File: src/rtl/cookie_pkg.sv
package cookie_pkg;
  typedef enum logic [2:0] {
    ST_IDLE,
    ST_REQ,
    ST_WAIT,
    ST_PACK,
    ST_JUDGE
  } scan_st_t;

  typedef logic [7:0]  byte_t;
  typedef logic [15:0] word_t;
endpackage

File: src/rtl/cookie_rd_port.sv
module cookie_rd_port
  import cookie_pkg::*;
#(
  parameter int ADDR_W  = 13,
  parameter int RD_HOLD = 3
) (
  input  logic              clk,
  input  logic              rst_n,
  input  logic              req,
  input  logic [ADDR_W-1:0] req_addr,
  output logic [ADDR_W-1:0] mem_addr,
  output logic              mem_rd,
  input  byte_t             mem_data,
  output logic              byte_vld,
  output byte_t             byte_q
);
  localparam int CW = $clog2(RD_HOLD + 1);

  logic [CW-1:0] hold_cnt;

  always_ff @(posedge clk) begin
    if (!rst_n) begin
      mem_rd   <= 1'b0;
      mem_addr <= '0;
      hold_cnt <= '0;
      byte_vld <= 1'b0;
      byte_q   <= '0;
    end else begin
      byte_vld <= 1'b0;
      if (!mem_rd) begin
        if (req) begin
          mem_rd   <= 1'b1;
          mem_addr <= req_addr;
          hold_cnt <= '0;
        end
      end else if (hold_cnt == CW'(RD_HOLD - 1)) begin
        mem_rd   <= 1'b0;
        byte_vld <= 1'b1;
        byte_q   <= mem_data;
      end else begin
        hold_cnt <= hold_cnt + 1'b1;
      end
    end
  end
endmodule

File: src/rtl/cookie_word_pack.sv
module cookie_word_pack
  import cookie_pkg::*;
#(
  parameter int IDX_W = 5
) (
  input  logic             clk,
  input  logic             rst_n,
  input  logic             clr,
  input  logic             byte_vld,
  input  byte_t            byte_in,
  output logic             word_vld,
  output word_t            word,
  output logic [IDX_W-1:0] word_idx
);
  byte_t            hi_q;
  logic             odd_q;
  logic [IDX_W-1:0] idx_q;

  always_ff @(posedge clk) begin
    if (!rst_n) begin
      hi_q     <= '0;
      odd_q    <= 1'b0;
      idx_q    <= '0;
      word_vld <= 1'b0;
      word     <= '0;
      word_idx <= '0;
    end else if (clr) begin
      odd_q    <= 1'b0;
      idx_q    <= '0;
      word_vld <= 1'b0;
    end else begin
      word_vld <= 1'b0;
      if (byte_vld) begin
        if (!odd_q) begin
          hi_q  <= byte_in;
          odd_q <= 1'b1;
        end else begin
          word     <= {hi_q, byte_in};
          word_idx <= idx_q;
          word_vld <= 1'b1;
          idx_q    <= idx_q + 1'b1;
          odd_q    <= 1'b0;
        end
      end
    end
  end
endmodule

File: src/rtl/cookie_sum_chk.sv
module cookie_sum_chk
  import cookie_pkg::*;
#(
  parameter int          IDX_W     = 5,
  parameter int          SUM_WORDS = 17,
  parameter logic [15:0] MAGIC     = 16'h8D74,
  parameter int          MAC_WORD  = 2
) (
  input  logic             clk,
  input  logic             rst_n,
  input  logic             clr,
  input  logic             word_vld,
  input  word_t            word,
  input  logic [IDX_W-1:0] word_idx,
  output logic             fin,
  output logic             ok,
  output logic [47:0]      mac_shadow
);
  word_t sum_q;
  logic  is_cks_word;
  logic  is_mac_word;

  assign is_cks_word = (word_idx == IDX_W'(SUM_WORDS));
  assign is_mac_word = (word_idx >= IDX_W'(MAC_WORD)) &&
                       (word_idx <  IDX_W'(MAC_WORD + 3));

  always_ff @(posedge clk) begin
    if (!rst_n) begin
      sum_q      <= '0;
      fin        <= 1'b0;
      ok         <= 1'b0;
      mac_shadow <= '0;
    end else if (clr) begin
      sum_q <= '0;
      fin   <= 1'b0;
      ok    <= 1'b0;
    end else if (word_vld && !fin) begin
      if (is_cks_word) begin
        fin <= 1'b1;
        ok  <= (word == sum_q);
      end else begin
        sum_q <= sum_q + word;
        if (word_idx == '0 && word != MAGIC) begin
          fin <= 1'b1;
          ok  <= 1'b0;
        end
        if (is_mac_word) mac_shadow <= {mac_shadow[31:0], word};
      end
    end
  end
endmodule

File: src/rtl/cookie_scan.sv
module cookie_scan
  import cookie_pkg::*;
#(
  parameter int          ADDR_W      = 13,
  parameter int          BASE_ADDR   = 0,
  parameter int          ALT_OFFSET  = 'h280,
  parameter int          RD_HOLD     = 3,
  parameter logic [15:0] MAGIC       = 16'h8D74,
  parameter int          SUM_WORDS   = 17,
  parameter int          MAC_WORD    = 2
) (
  input  logic              clk,
  input  logic              rst_n,
  input  logic              start,
  output logic              busy,
  output logic              done,
  output logic              valid,
  output logic [47:0]       mac,
  output logic [ADDR_W-1:0] mem_addr,
  output logic              mem_rd,
  input  logic [7:0]        mem_data
);
  localparam int REC_BYTES = 2 * (SUM_WORDS + 1);
  localparam int IDX_W     = $clog2(SUM_WORDS + 1);
  localparam int BI_W      = $clog2(REC_BYTES);

  scan_st_t          st_q;
  logic              alt_q;
  logic [BI_W-1:0]   byte_i;
  logic              req;
  logic [ADDR_W-1:0] req_addr;
  logic              clr;
  logic              byte_vld;
  byte_t             byte_q;
  logic              word_vld;
  word_t             word;
  logic [IDX_W-1:0]  word_idx;
  logic              rec_fin;
  logic              rec_ok;
  logic [47:0]       mac_shadow;

  assign busy     = (st_q != ST_IDLE);
  assign req      = (st_q == ST_REQ);
  assign req_addr = ADDR_W'(BASE_ADDR) + (alt_q ? ADDR_W'(ALT_OFFSET) : '0) +
                    ADDR_W'(byte_i);
  assign clr      = (st_q == ST_IDLE && start) ||
                    (st_q == ST_JUDGE && rec_fin && !rec_ok && !alt_q);

  cookie_rd_port #(.ADDR_W(ADDR_W), .RD_HOLD(RD_HOLD)) i_rd_port (
    .clk      (clk),
    .rst_n    (rst_n),
    .req      (req),
    .req_addr (req_addr),
    .mem_addr (mem_addr),
    .mem_rd   (mem_rd),
    .mem_data (mem_data),
    .byte_vld (byte_vld),
    .byte_q   (byte_q)
  );

  cookie_word_pack #(.IDX_W(IDX_W)) i_word_pack (
    .clk      (clk),
    .rst_n    (rst_n),
    .clr      (clr),
    .byte_vld (byte_vld),
    .byte_in  (byte_q),
    .word_vld (word_vld),
    .word     (word),
    .word_idx (word_idx)
  );

  cookie_sum_chk #(
    .IDX_W(IDX_W), .SUM_WORDS(SUM_WORDS), .MAGIC(MAGIC), .MAC_WORD(MAC_WORD)
  ) i_sum_chk (
    .clk        (clk),
    .rst_n      (rst_n),
    .clr        (clr),
    .word_vld   (word_vld),
    .word       (word),
    .word_idx   (word_idx),
    .fin        (rec_fin),
    .ok         (rec_ok),
    .mac_shadow (mac_shadow)
  );

  always_ff @(posedge clk) begin
    if (!rst_n) begin
      st_q   <= ST_IDLE;
      alt_q  <= 1'b0;
      byte_i <= '0;
      done   <= 1'b0;
      valid  <= 1'b0;
      mac    <= '0;
    end else begin
      done <= 1'b0;
      unique case (st_q)
        ST_IDLE: begin
          if (start) begin
            alt_q  <= 1'b0;
            byte_i <= '0;
            valid  <= 1'b0;
            st_q   <= ST_REQ;
          end
        end
        ST_REQ:  st_q <= ST_WAIT;
        ST_WAIT: begin
          if (byte_vld) begin
            byte_i <= byte_i + 1'b1;
            st_q   <= ST_PACK;
          end
        end
        ST_PACK: st_q <= ST_JUDGE;
        ST_JUDGE: begin
          if (rec_fin) begin
            if (rec_ok || alt_q) begin
              done  <= 1'b1;
              valid <= rec_ok;
              if (rec_ok) mac <= mac_shadow;
              st_q  <= ST_IDLE;
            end else begin
              alt_q  <= 1'b1;
              byte_i <= '0;
              st_q   <= ST_REQ;
            end
          end else begin
            st_q <= ST_REQ;
          end
        end
        default: st_q <= ST_IDLE;
      endcase
    end
  end
endmodule

File: config.mk
export PLATFORM = sky130hd
export DESIGN_NAME = cookie_scan
export DESIGN_NICKNAME = d
export VERILOG_FILES = /design/src/rtl/cookie_pkg.sv /design/src/rtl/cookie_rd_port.sv /design/src/rtl/cookie_word_pack.sv /design/src/rtl/cookie_sum_chk.sv /design/src/rtl/cookie_scan.sv
export SDC_FILE = /design/constraint.sdc
export NUM_CORES = 1
export LEC_CHECK = 0
export ABC_AREA = 1
export ABC_CLOCK_PERIOD_IN_PS = 4450
export BUFFER_PORTS_ARGS = -buffer_cell sky130_fd_sc_hd__buf_4
export CAP_MARGIN = 20
export CORE_UTILIZATION = 60
export CTS_BUF_LIST = sky130_fd_sc_hd__clkbuf_8
export DETAILED_ROUTE_END_ITERATION = 16
export GPL_ROUTABILITY_DRIVEN = 0
export PLACE_DENSITY = 0.78
export REMOVE_ABC_BUFFERS = 1
export SYNTH_ARGS = -nofsm -noshare
export SYNTH_HDL_FRONTEND = slang
export SYNTH_SLANG_ARGS = --single-unit
File: constraint.sdc
create_clock -name clk -period 4.45 [get_ports clk]
set_input_delay 0.2225 -clock clk [delete_from_list [all_inputs] [get_ports clk]]
set_output_delay 0.2225 -clock clk [all_outputs]
set_load 0.02 [all_outputs]
[Word level (Yosys, flattened, before mapping)]
Index checks and enable logic that the tools add are counted.
Storage, ports and cells
  output and inout bits: 65
  bits in registers: 187
  bits of input ports: 11
Cells by class
  reduce and logical (&&, ||, !) cells: 37
  magnitude comparators: 2
  bitwise operators: 6
  mux-type cells: 32
  add/sub/neg operators: 5
  equal/unequal tests: 14
Operators by type and width (count)
  two-way mux 6 bit: 4
  case mux 6 bit (3 select lines): 1
  two-way mux 1 bit: 17
  adder 16 bit: 1
  == test 16 bit: 1
  != test 16 bit (second input constant): 1
  AND reduction 2 bit: 8
  AND reduction 4 bit: 4
  case mux 3 bit (5 select lines): 1
  adder 10 x 6 -> 11 bit: 1
  two-way mux 10 bit: 1
  two-way mux 3 bit: 3
  AND reduction 3 bit: 3
  logical AND 1 bit: 7
  adder 6 x 1 -> 6 bit (second input constant): 1
  == test 3 x 2 -> 1 bit (second input constant): 2
  two-way mux 2 bit: 3
  != test 2 x 1 -> 1 bit (second input constant): 3
  != test 2 bit (second input constant): 3
  NOT 1 bit: 6
  nonzero test 2 bit: 3
  nonzero test 3 bit: 2
  adder 5 x 1 -> 5 bit (second input constant): 1
  == test 5 bit (second input constant): 1
  other kinds (14): 18

[Logic depth before layout (Yosys ltp)]
  word-level depth: 7
  depth in mapped cells: 12
  depth with buffers taken out: 12

[By module]
Synthesis repeated with hierarchy kept, for this count alone.
Unflattened totals
  cells, all modules: 1107
  area, all modules: 8081.5 µm²
Modules (own cells, without submodules)
  cookie_sum_chk: times used 1, area an instance 3465.8 µm², cells an instance 521
  cookie_scan: times used 1, area an instance 2359.8 µm², cells an instance 301
  cookie_word_pack: times used 1, area an instance 1332.5 µm², cells an instance 169
  cookie_rd_port: times used 1, area an instance 923.4 µm², cells an instance 116

[Least setup slack after synthesis]
OpenSTA, ideal clock, no wires.
  path kind: reg-to-reg
  start: register i_word_pack.word[0]
  end: register i_sum_chk.sum_q[12]
  data required time: 4341 ps
  buffers on the path: 0
  arrival: 1495 ps
  period minus slack after synthesis: 1604 ps
  slack: 2846 ps
  cell stages (with the launch flop): 12
  path through: dfxtp_1 -> ha_1 -> inv_1 -> fa_1 -> inv_1 -> nand3_1 -> nand3_1 -> nand3_1 -> nand4_1 -> nand3_1 -> nand2_1 -> inv_1
Between the ends
  cells in the longest elaborated chain, start to end: 1
RTL lines
  start, declared: line cookie_word_pack.sv:12  | output word_t word,
  start signal, assigned: line cookie_word_pack.sv:38  | word <= {hi_q, byte_in};
  adder 16 bit: line cookie_sum_chk.sv:42  | sum_q <= sum_q + word;
  end signal, assigned: line cookie_sum_chk.sv:42
  end, declared: line cookie_sum_chk.sv:19  | word_t sum_q;
No other way between the ends.
A chain may end at the register's enable or synchronous reset.

[Worst setup path after layout]
  start: register st_q[0]
  end: register i_sum_chk.mac_shadow[27]
Between the ends
  cells in the longest elaborated chain, start to end: 7
  elaborated cells on any way between the ends: 9
  classes of those cells: 1 x eq/ne; 1 x bitwise; 7 x reduce/logical
RTL lines
  start, declared: line cookie_scan.sv:27  | scan_st_t st_q;
  start signal, assigned: line cookie_scan.sv:88  | st_q <= ST_IDLE;
  start signal, assigned: line cookie_scan.sv:102  | st_q <= ST_REQ;
  start signal, assigned: line cookie_scan.sv:105  | ST_REQ: st_q <= ST_WAIT;
  == test 3 bit: line cookie_scan.sv:47  | (st_q == ST_JUDGE && rec_fin && !rec_ok && !alt_q);
  logical AND 1 bit (3 in a row): line cookie_scan.sv:47
  logical OR 1 bit (*): line cookie_scan.sv:46  | assign clr = (st_q == ST_IDLE && start) ||
  NOT 1 bit (no line) (*)
  AND reduction 4 bit (no line) (*)
  end signal, assigned: line cookie_sum_chk.sv:47  | if (is_mac_word) mac_shadow <= {mac_shadow[31:0], word};
  end, declared: line cookie_sum_chk.sv:17  | output logic [47:0] mac_shadow
Mark *: on every way between the ends. The rest lies on a longest branch, timed or not.

==> flow_summary.yaml <==
run_status:
  status: "finished clean"
yosys:
  synth_xor_area_frac: 0.01018
  synth_top_area_cell: "dfxtp_1"
  synth_top_area_frac: 0.4679
  synth-main-ff-cell: "dfxtp_1"
  synth_cell_types: 35
  synth.most_common_cell: "dfxtp_1"
  synth.avg_cell_area_um2: 7.252
  synthTopCellsByArea: "dfxtp_1, nor2_1, o21ai_0, nand2_1, a21oi_1"
  synth_mux_area_frac: 0
  synth-edff-count: 0
  syn_inst: 1068
  yosysSeqAreaShare: 0.4679
  ys_async_sr_fraction: 0
  ys_warn_count: 0
  ys_top_cells_by_count: "dfxtp_1, nor2_1, nand2_1"
  yosys.area_share.simple: 0.2252
  syn-cell-area_um2: 7745
  synth-adder-area-share: 0.03166
  synth_top_family_by_area: "simple AND/OR/NAND/NOR gates"
  ys_ff_latch: 181
  synth-compound-area-share: 0.1572
layout:
  drive_above_1_share: 0.1025
  fill_cells: 1148
  area_delta_synth_final_pct: 10.92
  num_antenna_cells: 0
  fin_cells: 1294
  final_nets: 1144
  seq_area_um2: 3623
  multi_input_area_um2: 3309
placed_design:
  dp_slack_ns: 2.125
  place_hpwl_um: 10590
  dp_cells: 1263
  io_buffers: 70
route:
  postRouteAntennaNets: 0
  dr.pass1.iters: 4
  drtIter0Drc: 543
  dr_total_vias: 6535
  wl_per_cell_um: 12.09
  remaining_drc_errors: 0
  viasPerCell: 5.050
  drt-total-wl_um: 15650
worst_hold_path:
  holdCritStartpoint: "mem_data[1]"
  hold_depth: 3
  hold_class: "input pin to flip-flop"
  min_to: "i_rd_port.byte_q[1]"
clock_tree:
  root_buffer: "clkbuf_8"
  ctsResizeCount: 0
  clkSinkCount: 181
  insertion_delay_ns: 0.46
  cts_buffers: 17
  holdBufCountCts: 4
  clk_pin_slew_ns: 0.08
  cts_setup_buffers: 0
  cts_buffer_depth: 2
  cts_tree: "yes"
  htree_num_levels: 4
power_and_ir_drop:
  p_seq_frac: 0.549
  clkPwrFrac: 0.302
  p_per_area_nw_per_um2: 361.4
  p_int_mw: 2.227
  p_sw_mw: 0.8778
  leakage_nw: 3.591
  combPwrFrac: 0.149
  ir_drop_v: 0.0003471
  p_total_mw: 3.105
  switching_share: 0.2827
die:
  fp.coreArea_um2: 12620
  ios: 76
  die_y_um: 115.6
  dieArea_um2: 13370
  die_x_um: 115.6
  initial_core_util: 0.6137
  num_rows: 41
sta:
  skew_ns: 0.006282
  hold_viol_final: 0
  slew_headroom: 0.3529
  fin_hold_ws_ns: 0.02230
  worstMarginPinSlew_ns: 0.9706
  fin_crit_sh: 0.5365
  setup_tns_ns: 0
  final_max_slew_viol_count: 0
  min_period_ns: 2.388
  max_freq_mhz: 418.8
  worst_slack_ns: 2.062
  rsz0062_at_grt: "false"
  setup-violations-final: 0
global_route:
  gr-usage-all-layers: 0.2446
  antenna_found_initial: 0
  grt_pass1_wl_um: 25650
  grt_max_degree: 125
  gr-total-overflow: 0
  grt_pass1_vias: 5515
critical_path:
  slowest_delay_ns: 0.72
  critical_path_class: "flip-flop to flip-flop"
  start_kind: "flip-flop"
  path_delay_family: "buffers and inverters"
  path_max_fanout: 49
  worst-path-buf-inv: 3
  r2r-end: "i_sum_chk.mac_shadow[27]"
  reg2reg_depth: 10
  arrival_ns: 2.78
  end_kind: "flip-flop"
  r2r-start: "st_q[0]"
  worstPathCellList: "inv_2, nand2_2, nor2_1, nand2_1, nand2_4, inv_2, nand2_4, inv_2, nor2_1, nor2_1"
  critPathRequiredTime_ns: 4.84
  reg2reg_slack_ns: 2.06
  critPathSlowestCell: "inv_2"
job:
  max-cap-violations: 0
-- worst register-to-register path, stage by stage, from the launching register on --
cell     delay, ns
dfxtp_1       0.37
inv_2         0.05
nand2_2       0.09
nor2_1        0.09
nand2_1       0.11
nand2_4       0.08
inv_2         0.22
nand2_4       0.31
inv_2         0.73
nor2_1        0.11
nor2_1        0.15
-- kinds of logic after synthesis --
family,count (synthesis)
and+or+nand+nor,420
AOI/OAI and AO/OA,239
buffers and inverters,199
DFF,181
adders and majority gates,19
xor gates and xnor gates,9
other,1
-- state kept, by name, indices dropped and copies added (netlist names) --
| signal | flops |
|---|---|
| i_word_pack.word_vld | 1 |
| i_rd_port.byte_vld | 1 |
| i_sum_chk.sum_q | 16 |
| i_word_pack.odd_q | 1 |
| i_rd_port.byte_q | 8 |
| st_q | 3 |
| i_word_pack.word_idx | 5 |
| i_word_pack.hi_q | 8 |
| i_sum_chk.mac_shadow | 48 |
| i_word_pack.idx_q | 5 |
| i_rd_port.mem_rd | 1 |
| byte_i | 6 |
| i_rd_port.mem_addr | 7 |
| valid | 1 |
| mac | 48 |
| alt_q | 1 |
| i_rd_port.hold_cnt | 2 |
| i_word_pack.word | 16 |
| i_sum_chk.ok | 1 |
| i_sum_chk.fin | 1 |
| done | 1 |
-- power groups by stage --
stage	Clock (mW)	Sequential (mW)	Combinational (mW)
2_1_floorplan	0	1.78	0.265
3_3_place_gp	0	1.74	0.452
3_5_place_dp	0	1.74	0.456
4_1_cts	0.963	1.70	0.460
5_1_grt	1.02	1.71	0.521
6_report	0.939	1.70	0.462
-- metal layers --
layer	part of all wire	GRT usage	vias up
li1	-	-	3481
met1	0.50	0.3378	2879
met2	0.44	0.3745	153
met3	0.044	0.04707	22
met4	0.018	0.1060	0
met5	0	0	-
-- how the worst max path moves through the flow --
stage	from	end	cells past startpoint
5_1_grt	st_q[0]	i_sum_chk.mac_shadow[27]	10
2_1_floorplan	st_q[2]	mac[0]	5
3_5_place_dp	st_q[0]	i_sum_chk.mac_shadow[41]	10
4_1_cts	st_q[0]	i_sum_chk.mac_shadow[27]	10
3_3_place_gp	st_q[0]	i_sum_chk.mac_shadow[2]	10
6_report	st_q[0]	i_sum_chk.mac_shadow[27]	10
-- cell type report --
type,count,share of cell area
Clock buffer,20,0.03204
Clock inverter,7,0.004515
Inverter,146,0.06379
Multi-Input combinational cell,692,0.3852
Sequential cell,181,0.4218
Tap cell,172,0.02505
Timing Repair Buffer,76,0.06758
-- stage by stage --
step | utilization | instance area (um2)
5_1_grt | 0.6807 | 8591
3_3_place_gp | 0.6527 | 8237
3_5_place_dp | 0.6527 | 8237
2_1_floorplan | - | 7476
6_report | 0.6807 | 8591
4_1_cts | 0.6807 | 8591
-- cell usage in the layout, fill, tap and decap left out, types with 2 or more instances in the layout --
cell	Yosys	routed
dfxtp_1	181	181
o21ai_1	5	5
nand2_1	152	152
a21oi_1	104	104
nand3_1	58	57
nand3_2	1	2
nor3_1	7	7
clkinv_2	0	2
nand2_2	2	2
buf_4	6	72
clkinv_4	0	2
inv_1	138	141
a211oi_1	2	2
or2_2	3	3
o211ai_1	4	4
ha_1	18	18
inv_2	7	7
o21ai_0	122	122
dlygate4sd3_1	0	4
nor2_4	2	2
nand4_1	9	9
nor2_1	179	179
nor3b_1	2	2
clkbuf_8	0	20
xor2_1	8	8
conb_1	1	5
nand2_4	2	2
(Power assumes the default switching activity.)
